`src/rtl/acc_cpu_pkg.sv`:
```
package acc_cpu_pkg;

    // Instruction word values
    localparam int OPC_HALT = 0;
    localparam int OPC_CLR  = 1;
    localparam int OPC_ADDI = 2;

    // Sequencer states
    typedef enum logic [2:0] {
        ST_FETCH   = 3'd0,
        ST_DECODE  = 3'd1,
        ST_OPFETCH = 3'd2,
        ST_EXEC    = 3'd3,
        ST_HALT    = 3'd4
    } cpu_state_e;

    // Decoded instruction class
    typedef enum logic [1:0] {
        OP_HALT = 2'd0,
        OP_CLR  = 2'd1,
        OP_ADDI = 2'd2,
        OP_NOP  = 2'd3
    } op_class_e;

endpackage

```
`src/rtl/acc_cpu_decode.sv`:
```
module acc_cpu_decode
    import acc_cpu_pkg::*;
#(
    parameter int DATA_W = 8
) (
    input  logic [DATA_W-1:0] instr_i,
    output op_class_e         op_o
);

    always_comb begin
        if (instr_i == DATA_W'(OPC_HALT)) begin
            op_o = OP_HALT;
        end else if (instr_i == DATA_W'(OPC_CLR)) begin
            op_o = OP_CLR;
        end else if (instr_i == DATA_W'(OPC_ADDI)) begin
            op_o = OP_ADDI;
        end else begin
            op_o = OP_NOP;
        end
    end

endmodule

```
`src/rtl/acc_cpu_alu.sv`:
```
module acc_cpu_alu
    import acc_cpu_pkg::*;
#(
    parameter int DATA_W = 8
) (
    input  op_class_e         op_i,
    input  logic [DATA_W-1:0] acc_i,
    input  logic [DATA_W-1:0] opnd_i,
    output logic [DATA_W-1:0] acc_o
);

    // Sum truncated to DATA_W: wraps, no carry retained
    logic [DATA_W-1:0] sum;

    always_comb begin
        sum = acc_i + opnd_i;
        unique case (op_i)
            OP_CLR:  acc_o = '0;
            OP_ADDI: acc_o = sum;
            default: acc_o = acc_i;
        endcase
    end

endmodule

```
`src/rtl/acc_cpu_core.sv`:
```
module acc_cpu_core
    import acc_cpu_pkg::*;
#(
    parameter int DATA_W = 8,
    parameter int ADDR_W = 8
) (
    input  logic              clk_i,
    input  logic              rst_i,
    input  logic              run_i,
    output logic [ADDR_W-1:0] imem_addr_o,
    input  logic [DATA_W-1:0] imem_data_i,
    output logic [DATA_W-1:0] acc_o,
    output logic              halted_o
);

    typedef struct packed {
        cpu_state_e        state;
        logic [ADDR_W-1:0] pc;
        logic [DATA_W-1:0] acc;
        logic [DATA_W-1:0] ir;
        logic [DATA_W-1:0] opnd;
    } core_regs_t;

    localparam core_regs_t RESET_REGS = '{
        state: ST_FETCH,
        pc:    '0,
        acc:   '0,
        ir:    '0,
        opnd:  '0
    };

    core_regs_t        r_d, r_q;
    op_class_e         op_cls;
    logic [DATA_W-1:0] alu_res;
    logic [ADDR_W-1:0] pc_inc;

    acc_cpu_decode #(
        .DATA_W (DATA_W)
    ) u_decode (
        .instr_i (r_q.ir),
        .op_o    (op_cls)
    );

    acc_cpu_alu #(
        .DATA_W (DATA_W)
    ) u_alu (
        .op_i   (op_cls),
        .acc_i  (r_q.acc),
        .opnd_i (r_q.opnd),
        .acc_o  (alu_res)
    );

    assign pc_inc = r_q.pc + ADDR_W'(1);

    always_comb begin
        r_d = r_q;
        if (run_i) begin
            unique case (r_q.state)
                ST_FETCH: begin
                    r_d.ir    = imem_data_i;
                    r_d.pc    = pc_inc;
                    r_d.state = ST_DECODE;
                end
                ST_DECODE: begin
                    unique case (op_cls)
                        OP_HALT: r_d.state = ST_HALT;
                        OP_CLR:  r_d.state = ST_EXEC;
                        OP_ADDI: r_d.state = ST_OPFETCH;
                        default: r_d.state = ST_FETCH;
                    endcase
                end
                ST_OPFETCH: begin
                    r_d.opnd  = imem_data_i;
                    r_d.pc    = pc_inc;
                    r_d.state = ST_EXEC;
                end
                ST_EXEC: begin
                    r_d.acc   = alu_res;
                    r_d.state = ST_FETCH;
                end
                ST_HALT: begin
                    r_d.state = ST_HALT;
                end
                default: begin
                    r_d.state = ST_HALT;
                end
            endcase
        end
    end

    always_ff @(posedge clk_i) begin
        if (rst_i) begin
            r_q <= RESET_REGS;
        end else begin
            r_q <= r_d;
        end
    end

    assign imem_addr_o = r_q.pc;
    assign acc_o       = r_q.acc;
    assign halted_o    = (r_q.state == ST_HALT);

endmodule

```
`config.mk`:
```
export PLATFORM = sky130hd
export DESIGN_NAME = acc_cpu_core
export DESIGN_NICKNAME = d
export VERILOG_FILES = /design/src/rtl/acc_cpu_pkg.sv /design/src/rtl/acc_cpu_decode.sv /design/src/rtl/acc_cpu_alu.sv /design/src/rtl/acc_cpu_core.sv
export SDC_FILE = /design/constraint.sdc
export NUM_CORES = 1
export LEC_CHECK = 0
export BUFFER_PORTS_ARGS = -buffer_cell sky130_fd_sc_hd__buf_4
export CORE_UTILIZATION = 56
export CTS_BUF_LIST = sky130_fd_sc_hd__clkbuf_16
export DETAILED_ROUTE_END_ITERATION = 10
export GPL_TIMING_DRIVEN = 0
export PLACE_DENSITY = 0.81
export SLEW_MARGIN = 0
export SYNTH_ARGS = -nofsm -noshare
export SYNTH_HDL_FRONTEND = slang
export SYNTH_SLANG_ARGS = --single-unit
```
`constraint.sdc`:
```
create_clock -name clk_i -period 2.7 [get_ports clk_i]
set_clock_uncertainty 0.1 [all_clocks]
set_input_delay 0.405 -clock clk_i [delete_from_list [all_inputs] [get_ports clk_i]]
set_output_delay 0.405 -clock clk_i [all_outputs]
set_load 0.05 [all_outputs]
```
Word level (Yosys, flattened, before mapping)
Cells that the tools add are included.
- latch bits: 0
- output and inout port bits: 17
- memories: 0
- input bits: 11
- bits in read-only memories: 0
- bits in writable memories: 0
- logic and storage cells: 30
- bits in registers: 35
- add/sub/neg operators: 2
- equality and inequality tests: 8
- multiplexer cells: 6
- $lt $le $gt $ge: 0
- reductions and logical operators: 9
- multipliers: 0
- bitwise logic cells: 0
- shift-type cells: 0
- div/mod/pow operators: 0
- operator list (cell ; number):
    one-hot mux 8 bit (2 select lines) ; 1
    one-hot mux 3 bit (4 select lines) ; 1
    one-hot mux 3 bit (3 select lines) ; 1
    adder 8 x 1 -> 8 bit (second input constant) ; 1
    adder 8 bit ; 1
    == test 8 x 1 -> 1 bit (second input constant) ; 1
    == test 8 x 2 -> 1 bit (second input constant) ; 1
    logical NOT 8 bit ; 1
    == test 3 x 2 -> 1 bit (second input constant) ; 2
    AND reduction 2 bit ; 3
    2-to-1 mux 2 bit ; 2
    == test 3 x 1 -> 1 bit (second input constant) ; 1
    == test 3 bit (second input constant) ; 1
    logical NOT 3 bit ; 1
    AND reduction 3 bit ; 1
    == test 2 x 1 -> 1 bit (second input constant) ; 1
    == test 2 bit (second input constant) ; 1
    logical NOT 2 bit ; 1
    nonzero test 2 bit ; 1
    OR reduction 2 bit ; 1
    2-to-1 mux 1 bit ; 1

Logic depth before layout (Yosys ltp)
Gate-level depths: netlist (run 1).
- word-level depth: 7
- mapped depth: 7
- mapped depth without buffers: 7

Modules after synthesis
From an unflattened synthesis (run 1), not the netlist that was laid out.
- cell total of the unflattened synthesis: 242
- area, all modules: 2043.2 um^2
- by module, submodules not included (module ; sequential area each (um^2) ; cells each ; area an instance (um^2) ; instances):
    acc_cpu_core ; 700.7 ; 179 ; 1594.0 ; 1
    acc_cpu_alu ; 0.0 ; 58 ; 419.2 ; 1
    acc_cpu_decode ; 0.0 ; 5 ; 30.0 ; 1

Worst setup path after synthesis (run 1)
Ideal clock, no wire load.
- kind: reg-to-reg
- start point: reg r_q, in the netlist acc_o[0]
- end point: reg r_q, in the netlist acc_o[6]
- data required time: 2.538 ns
- path buffers: 0
- cell stages (with the launch flop): 8
- slack: 0.544 ns
- arrival: 1.993 ns
- clock period less this slack: 2.156 ns
- setup time: 0.062 ns
- cell sequence: dfxtp_1 -> ha_1 -> fa_1 -> a21o_1 -> o21ba_1 -> o21a_1 -> or4b_1 -> nand3_1
- word-level cells in the longest chain between the ends: 2
- ends and longest elaborated chain (what ; line ; source):
    from (decl) ; acc_cpu_core.sv:32 ; core_regs_t r_d, r_q;
    from (signal assigned) ; acc_cpu_core.sv:95 ; r_q <= r_d;
    adder 8 bit ; acc_cpu_alu.sv:16 ; sum = acc_i + opnd_i;
    one-hot mux 8 bit (2 select lines) ; acc_cpu_alu.sv:17 ; unique case (op_i)
Every way passes these cells.
A chain may end at the register's enable or synchronous reset.

Worst setup path after layout (run 1)
Ends and elaborated chain as after synthesis.

==> results.json, run 1 <==
{
  "status": "finished, final reports clean",
  "coreArea_um2": 3053,
  "worstPathArrival_ps": 2410,
  "crit_path_top_delay_cell": "or4b_1",
  "crit_path_max_fanout": 3,
  "area_growth_pct": 23.53,
  "crit_required_ps": 2820,
  "antenna_left": 0,
  "path_class": "flop to flop",
  "synth-edff-count": 0,
  "r2r_slack_ps": 410,
  "cellPowerDensity_nw_per_um2": 589.0,
  "regToRegStartpoint": "acc_o[0]",
  "period_share_pct": 84.85,
  "synth_seq_cells": 35,
  "grt_max_degree": 13,
  "grt_use_total_pct": 24.05,
  "combPwrFrac_pct": 9.2,
  "dieArea_um2": 3469,
  "min_from": "imem_data_i[5]",
  "period_needed_ps": 2291,
  "ff2ff_path_depth": 7,
  "syn_nets": 235,
  "path_cells": "ha_1, fa_1, a21o_1, o21ba_1, o21a_1, or4b_1, nand3_1",
  "fp.dieH_um": 58.90,
  "p_int_mw": 1.016,
  "hold_class": "primary input to flop",
  "fmax_ghz": 0.4365,
  "via_per_inst": 5.299,
  "floorplan.initialDensity_pct": 59.39,
  "die_x_um": 58.90,
  "avgSynthCellArea_um2": 8.433,
  "postCtsHoldBufs": 0,
  "cts_tree": "yes",
  "drv_slew": 0,
  "hold_viol": 0,
  "numPortBuffers": 27,
  "grt_pass1_wl_um": 6223,
  "remaining_drc_errors": 0,
  "wire_per_inst_um": 12.44,
  "async_reset_ff_share_pct": 0,
  "drt_iter0_markers": 63,
  "maxCapViolCount": 0,
  "fin_setup_tns_ps": 0,
  "crit_family": "adder cells",
  "drtPass1Iterations": 4,
  "critical_path_buf_inv_count": 0,
  "syn_inst": 215,
  "ctsResizeCount": 0,
  "leakagePower_nw": 1.008,
  "seqPwrFrac_pct": 41.5,
  "path_depth": 7,
  "path_clk_slew_ps": 50,
  "clk_latency_ps": 280,
  "yosys_warnings": 0,
  "final_layout_size_suffix_gt1_share_pct": 23.20,
  "pin_count": 28,
  "finalSetupViolations": 0,
  "grt_pass1_vias": 1488,
  "hpwlAfterDp_um": 2638,
  "yosysSeqAreaShare_pct": 38.65,
  "synth_cell_types": 42,
  "antenna_found_initial": 0,
  "ys_dominant_reg_cell": "dfxtp_1",
  "p_sw_share_pct": 22.96,
  "row_count": 20,
  "overflow": 0,
  "power.switching_mw": 0.3029,
  "cts.sinks": 35,
  "fin_area_um2": 2240,
  "placed_area_um2": 2071,
  "root_buffer": "clkbuf_16",
  "tightest_slew_ps": 518.4,
  "vias": 1558,
  "min_path_cells": 3,
  "htreeDepth": 2,
  "cpPeakStageDelay_ps": 490,
  "r2r_end": "acc_o[6]",
  "wirelength_um": 3658,
  "relSlewSlack_pct": 65.44,
  "critPathCaptureType": "flop",
  "syn_area_um2": 1813,
  "final_nets": 269,
  "hold_path_end": "r_q[13]",
  "cts_buffers": 5,
  "cp-start-kind": "flop",
  "irDropWorstVdd_uv": 576.0,
  "gp_congestion": 0.7839,
  "clkPwrFrac_pct": 49.3,
  "rsz0062_at_grt": "no",
  "antenna_cells": 0,
  "max-clock-path-buffers": 2,
  "post_cts_buffers": 0
}
==> registers in the layout, summed over array words and instances (netlist names) <==
register and cells:
acc_o 8, r_q 19, imem_addr_o 8
==> synth_stat cells, types with 2 or more instances <==
library cell  instances  area share (%)
xnor2_1               4             1.9
nand3b_1              2            0.83
ha_1                  8             5.5
dfxtp_1              35              39
a21oi_1              22             6.1
nand2b_1              2            0.69
nor3b_1               2            0.83
a22oi_1               6             2.5
buf_4                17             7.0
nor2b_1               3             1.0
nand4_1               5             1.7
o21ai_0               2            0.55
clkbuf_1              7             1.4
nand3_1               4             1.1
nand2_1              38             7.9
inv_1                 2            0.41
and3_1                2            0.69
a211oi_1              2            0.83
nor2_1               20             4.1
a21o_1                3             1.2
xor2_1                7             3.4
o211ai_1              2            0.83
==> worst register-to-register path, delay by kind of cell (launching register included) <==
| family | cells | cell delay [ps] |
|---|---|---|
| compound gates | 3 | 560 |
| fa+ha+maj | 2 | 670 |
| flops | 1 | 330 |
| simple gates | 2 | 580 |
==> metal layers <==
metal	up-vias	GRT usage (%)	wire length, um
met5	-	0	0
met3	7	7.253	154
met1	720	30.14	1642
met4	0	7.483	53
li1	791	-	-
met2	40	39.61	1807
==> through the flow <==
step	instances	util [%]	hold slack, ps	setup slack, ps	power (mW)
2_1_floorplan	215	-	335.6	544.4	0.6400
3_3_place_gp	286	67.83	349.4	445.2	0.6747
3_5_place_dp	286	67.83	348.5	422.3	0.6783
4_1_cts	294	73.36	282.8	397.6	1.328
5_1_grt	294	73.36	289.6	277.0	1.364
6_report	294	73.36	284.5	409.0	1.319
==> power by group through the flow <==
stage	clock [mW]	sequential, mW	combinational (mW)
3_3_place_gp	0	0.557	0.118
2_1_floorplan	0	0.554	0.0858
4_1_cts	0.659	0.548	0.122
5_1_grt	0.680	0.550	0.134
3_5_place_dp	0	0.558	0.120
6_report	0.650	0.548	0.121
==> area by class of cell <==
type | instances | area, um2
multi-input combinational | 152 | 942.2
fill | 251 | 813.3
sequential | 35 | 700.7
timing repair buffer | 27 | 202.7
buffer | 26 | 162.7
clock buffer | 5 | 125.1
tap | 44 | 55.05
clock inverter | 3 | 43.79
inverter | 2 | 7.507
==> logic make-up after synthesis <==
family,after synthesis,share of synthesized area (%)
AO/OA/AOI/OAI,43,14.42
XOR/XNOR,11,5.314
adder cells (fa/ha/maj),9,6.626
buffers and inverters,28,9.386
flip-flops,35,38.65
multiplexers,1,0.5521
AND/OR/NAND/NOR,88,25.05
==> worst max path at each step <==
stage          slack, ps  endpoint      from
6_report             410  acc_o[6]  acc_o[0]
2_1_floorplan        540  acc_o[6]  acc_o[0]
4_1_cts              400  acc_o[6]  acc_o[0]
3_3_place_gp         450  acc_o[6]  acc_o[0]
3_5_place_dp         420  acc_o[6]  acc_o[0]
5_1_grt              280  acc_o[4]   r_q[12]
==> cells in the final DEF, fill, tap and decap left out, types with 3 or more instances in the layout <==
cell	count
buf_4	44
nand2_1	38
dfxtp_1	35
a21oi_1	22
nor2_1	20
ha_1	8
clkbuf_1	7
xor2_1	7
a22oi_1	6
nand4_1	5
clkbuf_16	5
xnor2_1	4
nand3_1	4
a21o_1	3
nor2b_1	3
(Power assumes the default switching activity.)
==> inputs of run 2 (changes only) <==
clock period = 2.3 ns   (was 2.7 ns; I/O delays follow)
==> results.json, run 2 (synthesis gave the netlist of run 1 again) <==
{
  "gp_congestion": 0.7839,
  "clk_latency_ps": 280,
  "row_count": 20,
  "fin_area_um2": 2265,
  "relSlewSlack_pct": 65.54,
  "path_clk_slew_ps": 50,
  "seq_area_um2": 700.7,
  "finalSetupViolations": 0,
  "critPathCaptureType": "flop",
  "via_per_inst": 5.336,
  "antenna_cells": 0,
  "drt_iter0_markers": 64,
  "cts.sinks": 35,
  "cp-start-kind": "flop",
  "period_share_pct": 95.64,
  "crit_top_cell": "or4_4",
  "area_growth_pct": 24.91,
  "worstPathArrival_ps": 2310,
  "maxCapViolCount": 0,
  "dp_slack_ps": 22.29,
  "fillCellCount": 246,
  "crit_path_top_delay_cell": "or4_4",
  "coreArea_um2": 3053,
  "leakagePower_nw": 1.024,
  "utilization_pct": 74.18,
  "root_buffer": "clkbuf_16",
  "die_x_um": 58.90,
  "grt_pass1_vias": 1487,
  "drtPass1Iterations": 4,
  "fmax_ghz": 0.4546,
  "hpwlAfterDp_um": 2638,
  "grt_pass1_wl_um": 6237,
  "remaining_drc_errors": 0,
  "final_cell_mix": "45 x buf_4, 38 x nand2_1, 35 x dfxtp_1, 21 x a21oi_1, 20 x nor2_1",
  "fp.dieH_um": 58.90,
  "fin_setup_tns_ps": 0,
  "wirelength_um": 3697,
  "drv_slew": 0,
  "cts_tree": "yes",
  "htreeDepth": 2,
  "antenna_found_initial": 0,
  "rsz0062_at_grt": "no",
  "final_common_cell": "buf_4",
  "max-clock-path-buffers": 2,
  "vias": 1574,
  "postCtsHoldBufs": 0,
  "floorplan.initialDensity_pct": 59.39,
  "final_nets": 270,
  "numPortBuffers": 27,
  "grt_use_total_pct": 24.10,
  "status": "finished, final reports clean",
  "cellPowerDensity_nw_per_um2": 684.3,
  "hold_class": "primary input to flop",
  "overflow": 0,
  "wire_per_inst_um": 12.53,
  "cts_buffers": 5,
  "path_class": "flop to flop",
  "pin_count": 28,
  "crit_required_ps": 2410,
  "cpPeakStageDelay_ps": 580,
  "hold_viol": 0,
  "top_register": "r_q",
  "layout_setup_ws_ps": 100.3,
  "irDropWorstVdd_uv": 676.5,
  "multi_input_area_um2": 959.7,
  "path_cells": "or4_4, nor4b_4, nand2_4, or4_4, a21oi_2",
  "dieArea_um2": 3469,
  "largest_reg_flops": 19,
  "placed_area_um2": 2071,
  "crit_path_max_fanout": 9,
  "tightest_slew_ps": 516.9,
  "grt_max_degree": 13,
  "antenna_left": 0,
  "final_layout_size_suffix_gt1_share_pct": 25.10,
  "period_needed_ps": 2200
}
==> run 2: power by group <==
part / leakage [nW] / internal (mW) / total [mW] / switching (mW)
clock network: 0.0838 / 0.510 / 0.763 / 0.253
registers: 0.284 / 0.624 / 0.643 / 0.0185
logic: 0.656 / 0.0587 / 0.144 / 0.0850
==> run 2: worst paths after layout <==
kind / to / slack, ps / cells past startpoint / startpoint
setup / recovery: acc_o[4] / 100 / 5 / r_q[15]
hold / removal: r_q[13] / 220 / 3 / imem_data_i[5]
setup reg to reg: acc_o[4] / 100 / 5 / r_q[15]
hold reg to reg: r_q[15] / 360 / 2 / r_q[15]
==> run 2: final cells by class <==
class                      count  area share [%]
buffer                        26           7.182
inverter                       2          0.3315
sequential                    35           30.94
tap                           44           2.431
clock buffer                   5           5.525
timing repair buffer          28           9.282
multi-input combinational    152           42.38
clock inverter                 3           1.934
==> run 2: critical path: cells and delay by family (launching register included) <==
kind	cells	cell delay (ps)
AOI/OAI and AO/OA	1	140
and+or+nand+nor	4	1600
DFF	1	300
==> run 2: timing repair <==
action | 4_1_cts | 5_1_grt
setup endpoints to repair | 1 | 2
resized for setup | 1 | 4
pin swaps | 0 | 4
buffers inserted | 0 | 1
==> run 2: routing by layer <==
layer / share of wire (%) / track usage, % / vias up
met5: 0 / 0 / -
met4: 1.4 / 7.483 / 0
met3: 4.2 / 7.253 / 7
met2: 50 / 39.61 / 35
met1: 45 / 30.27 / 735
li1: - / - / 797
==> run 2: metrics by stage <==
step | hold WS [ps] | cells | power (mW)
floorplan | 335.6 | 215 | 0.7514
global placement | 349.4 | 286 | 0.7921
detailed placement | 348.5 | 286 | 0.7963
CTS | 222.8 | 294 | 1.560
global route | 229.6 | 295 | 1.602
finish | 224.4 | 295 | 1.550
==> inputs of run 3 (changes only) <==
BUFFER_PORTS_ARGS = -buffer_cell sky130_fd_sc_hd__buf_2   (was -buffer_cell sky130_fd_sc_hd__buf_4)
PLACE_DENSITY = default   (was 0.81)
PLACE_DENSITY_LB_ADDON = 0.3   (was default)
==> results.json, run 3 (synthesis gave the netlist of run 1 again) <==
{
  "vias": 1563,
  "coreArea_um2": 3053,
  "grt_max_degree": 11,
  "finalSetupViolations": 0,
  "post_cts_buffers": 0,
  "crit_required_ps": 2420,
  "tightest_slew_ps": 560.2,
  "min_path_cells": 3,
  "wirelength_um": 3697,
  "numPortBuffers": 27,
  "floorplan.initialDensity_pct": 59.39,
  "hold_path_end": "r_q[12]",
  "cts.sinks": 35,
  "pin_count": 28,
  "fmax_ghz": 0.4526,
  "cts_tree": "yes",
  "r2r_slack_ps": 90,
  "final_layout_size_suffix_gt1_share_pct": 22.80,
  "relSlewSlack_pct": 62.65,
  "leakagePower_nw": 0.9963,
  "irDropWorstVdd_uv": 617.2,
  "cpPeakStageDelay_ps": 580,
  "fp.dieH_um": 58.90,
  "wire_per_inst_um": 12.57,
  "dr_wl_met2_um": 1745,
  "remaining_drc_errors": 0,
  "top_layer": "met4",
  "crit_path_max_fanout": 8,
  "postCtsHoldBufs": 0,
  "drt_iter0_markers": 66,
  "top_register": "r_q",
  "grt_use_total_pct": 24.71,
  "path_clk_slew_ps": 50,
  "path_cells": "or4_4, nor4_4, and3_1, buf_4, or4b_1, nand3_1",
  "antenna_found_initial": 0,
  "regToRegStartpoint": "r_q[12]",
  "crit_path_top_delay_cell": "or4_4",
  "via_per_inst": 5.316,
  "critPathCaptureType": "flop",
  "clk_latency_ps": 270,
  "root_buffer": "clkbuf_16",
  "row_count": 20,
  "overflow": 0,
  "grt_pass1_vias": 1432,
  "drtPass1Iterations": 4,
  "min_from": "imem_data_i[4]",
  "period_share_pct": 96.07,
  "hpwlAfterDp_um": 2614,
  "gp_congestion": 0.8167,
  "drv_slew": 0,
  "worstPathArrival_ps": 2330,
  "htreeDepth": 2,
  "largest_reg_flops": 19,
  "status": "finished, final reports clean",
  "fillCellCount": 260,
  "antenna_left": 0,
  "maxCapViolCount": 0,
  "ff2ff_path_depth": 6,
  "max-clock-path-buffers": 2,
  "dieArea_um2": 3469,
  "final_nets": 269,
  "path_class": "flop to flop",
  "hold_viol": 0,
  "final_common_cell": "nand2_1",
  "fin_setup_tns_ps": 0,
  "die_x_um": 58.90,
  "wl_met3_um": 238,
  "hold_class": "primary input to flop",
  "grt_pass1_wl_um": 6313,
  "cts_buffers": 5,
  "cellPowerDensity_nw_per_um2": 651.0,
  "rsz0062_at_grt": "no",
  "ctsResizeCount": 0,
  "area_growth_pct": 18.56,
  "cp-start-kind": "flop",
  "layout_setup_ws_ps": 90.48,
  "m1WireLength_um": 1665,
  "final_cell_mix": "38 x nand2_1, 35 x dfxtp_1, 28 x buf_2, 22 x a21oi_1, 20 x nor2_1",
  "period_needed_ps": 2210,
  "r2r_end": "acc_o[6]",
  "antenna_cells": 0,
  "dp_slack_ps": 33.28,
  "power_mw": 1.399
}
run 3: report_power, final:
part / internal [mW] / switching [mW]
clock: 0.389 / 0.234
combinational: 0.0506 / 0.0837
sequential: 0.625 / 0.0177
run 3: worst max-delay path by stage:
stage	from	end	slack, ps	cells after the start
after floorplan	acc_o[0]	acc_o[6]	140	7
after global placement	acc_o[0]	acc_o[6]	40	7
after detailed placement	r_q[12]	acc_o[6]	30	6
after CTS	acc_o[0]	acc_o[6]	10	7
after global routing	r_q[12]	acc_o[6]	3	6
final	r_q[12]	acc_o[6]	90	6
run 3: worst max-delay path: cells and delay by family (launching register included):
kind / cells / cell delay, ps
flip-flops: 1 / 310
buffers and inverters: 1 / 150
AND/OR/NAND/NOR: 5 / 1580
run 3: stage by stage:
| stage | area, um2 | hold slack, ps | utilization, % | instances |
|---|---|---|---|---|
| 2_1_floorplan | 1813 | 335.6 | - | 215 |
| 3_3_place_gp | 2003 | 349.2 | 65.61 | 286 |
| 3_5_place_dp | 2003 | 355.4 | 65.61 | 286 |
| 4_1_cts | 2140 | 219.8 | 70.08 | 294 |
| 5_1_grt | 2150 | 233.8 | 70.41 | 294 |
| 6_report | 2150 | 224.2 | 70.41 | 294 |
run 3: layer usage:
metal  up-vias  GRT usage, %
met3         5         5.934
met1       724         31.72
met2        42         38.31
met4         0         13.27
li1        792             -
met5         -             0
run 3: cell type report:
cell class,instances,area [um2],area share (%)
inverter,2,7.507,0.3492
sequential,35,700.7,32.60
clock inverter,3,11.26,0.5239
clock buffer,5,125.1,5.821
timing repair buffer,27,135.1,6.286
buffer,26,162.7,7.567
multi-input combinational,152,952.2,44.30
tap,44,55.05,2.561
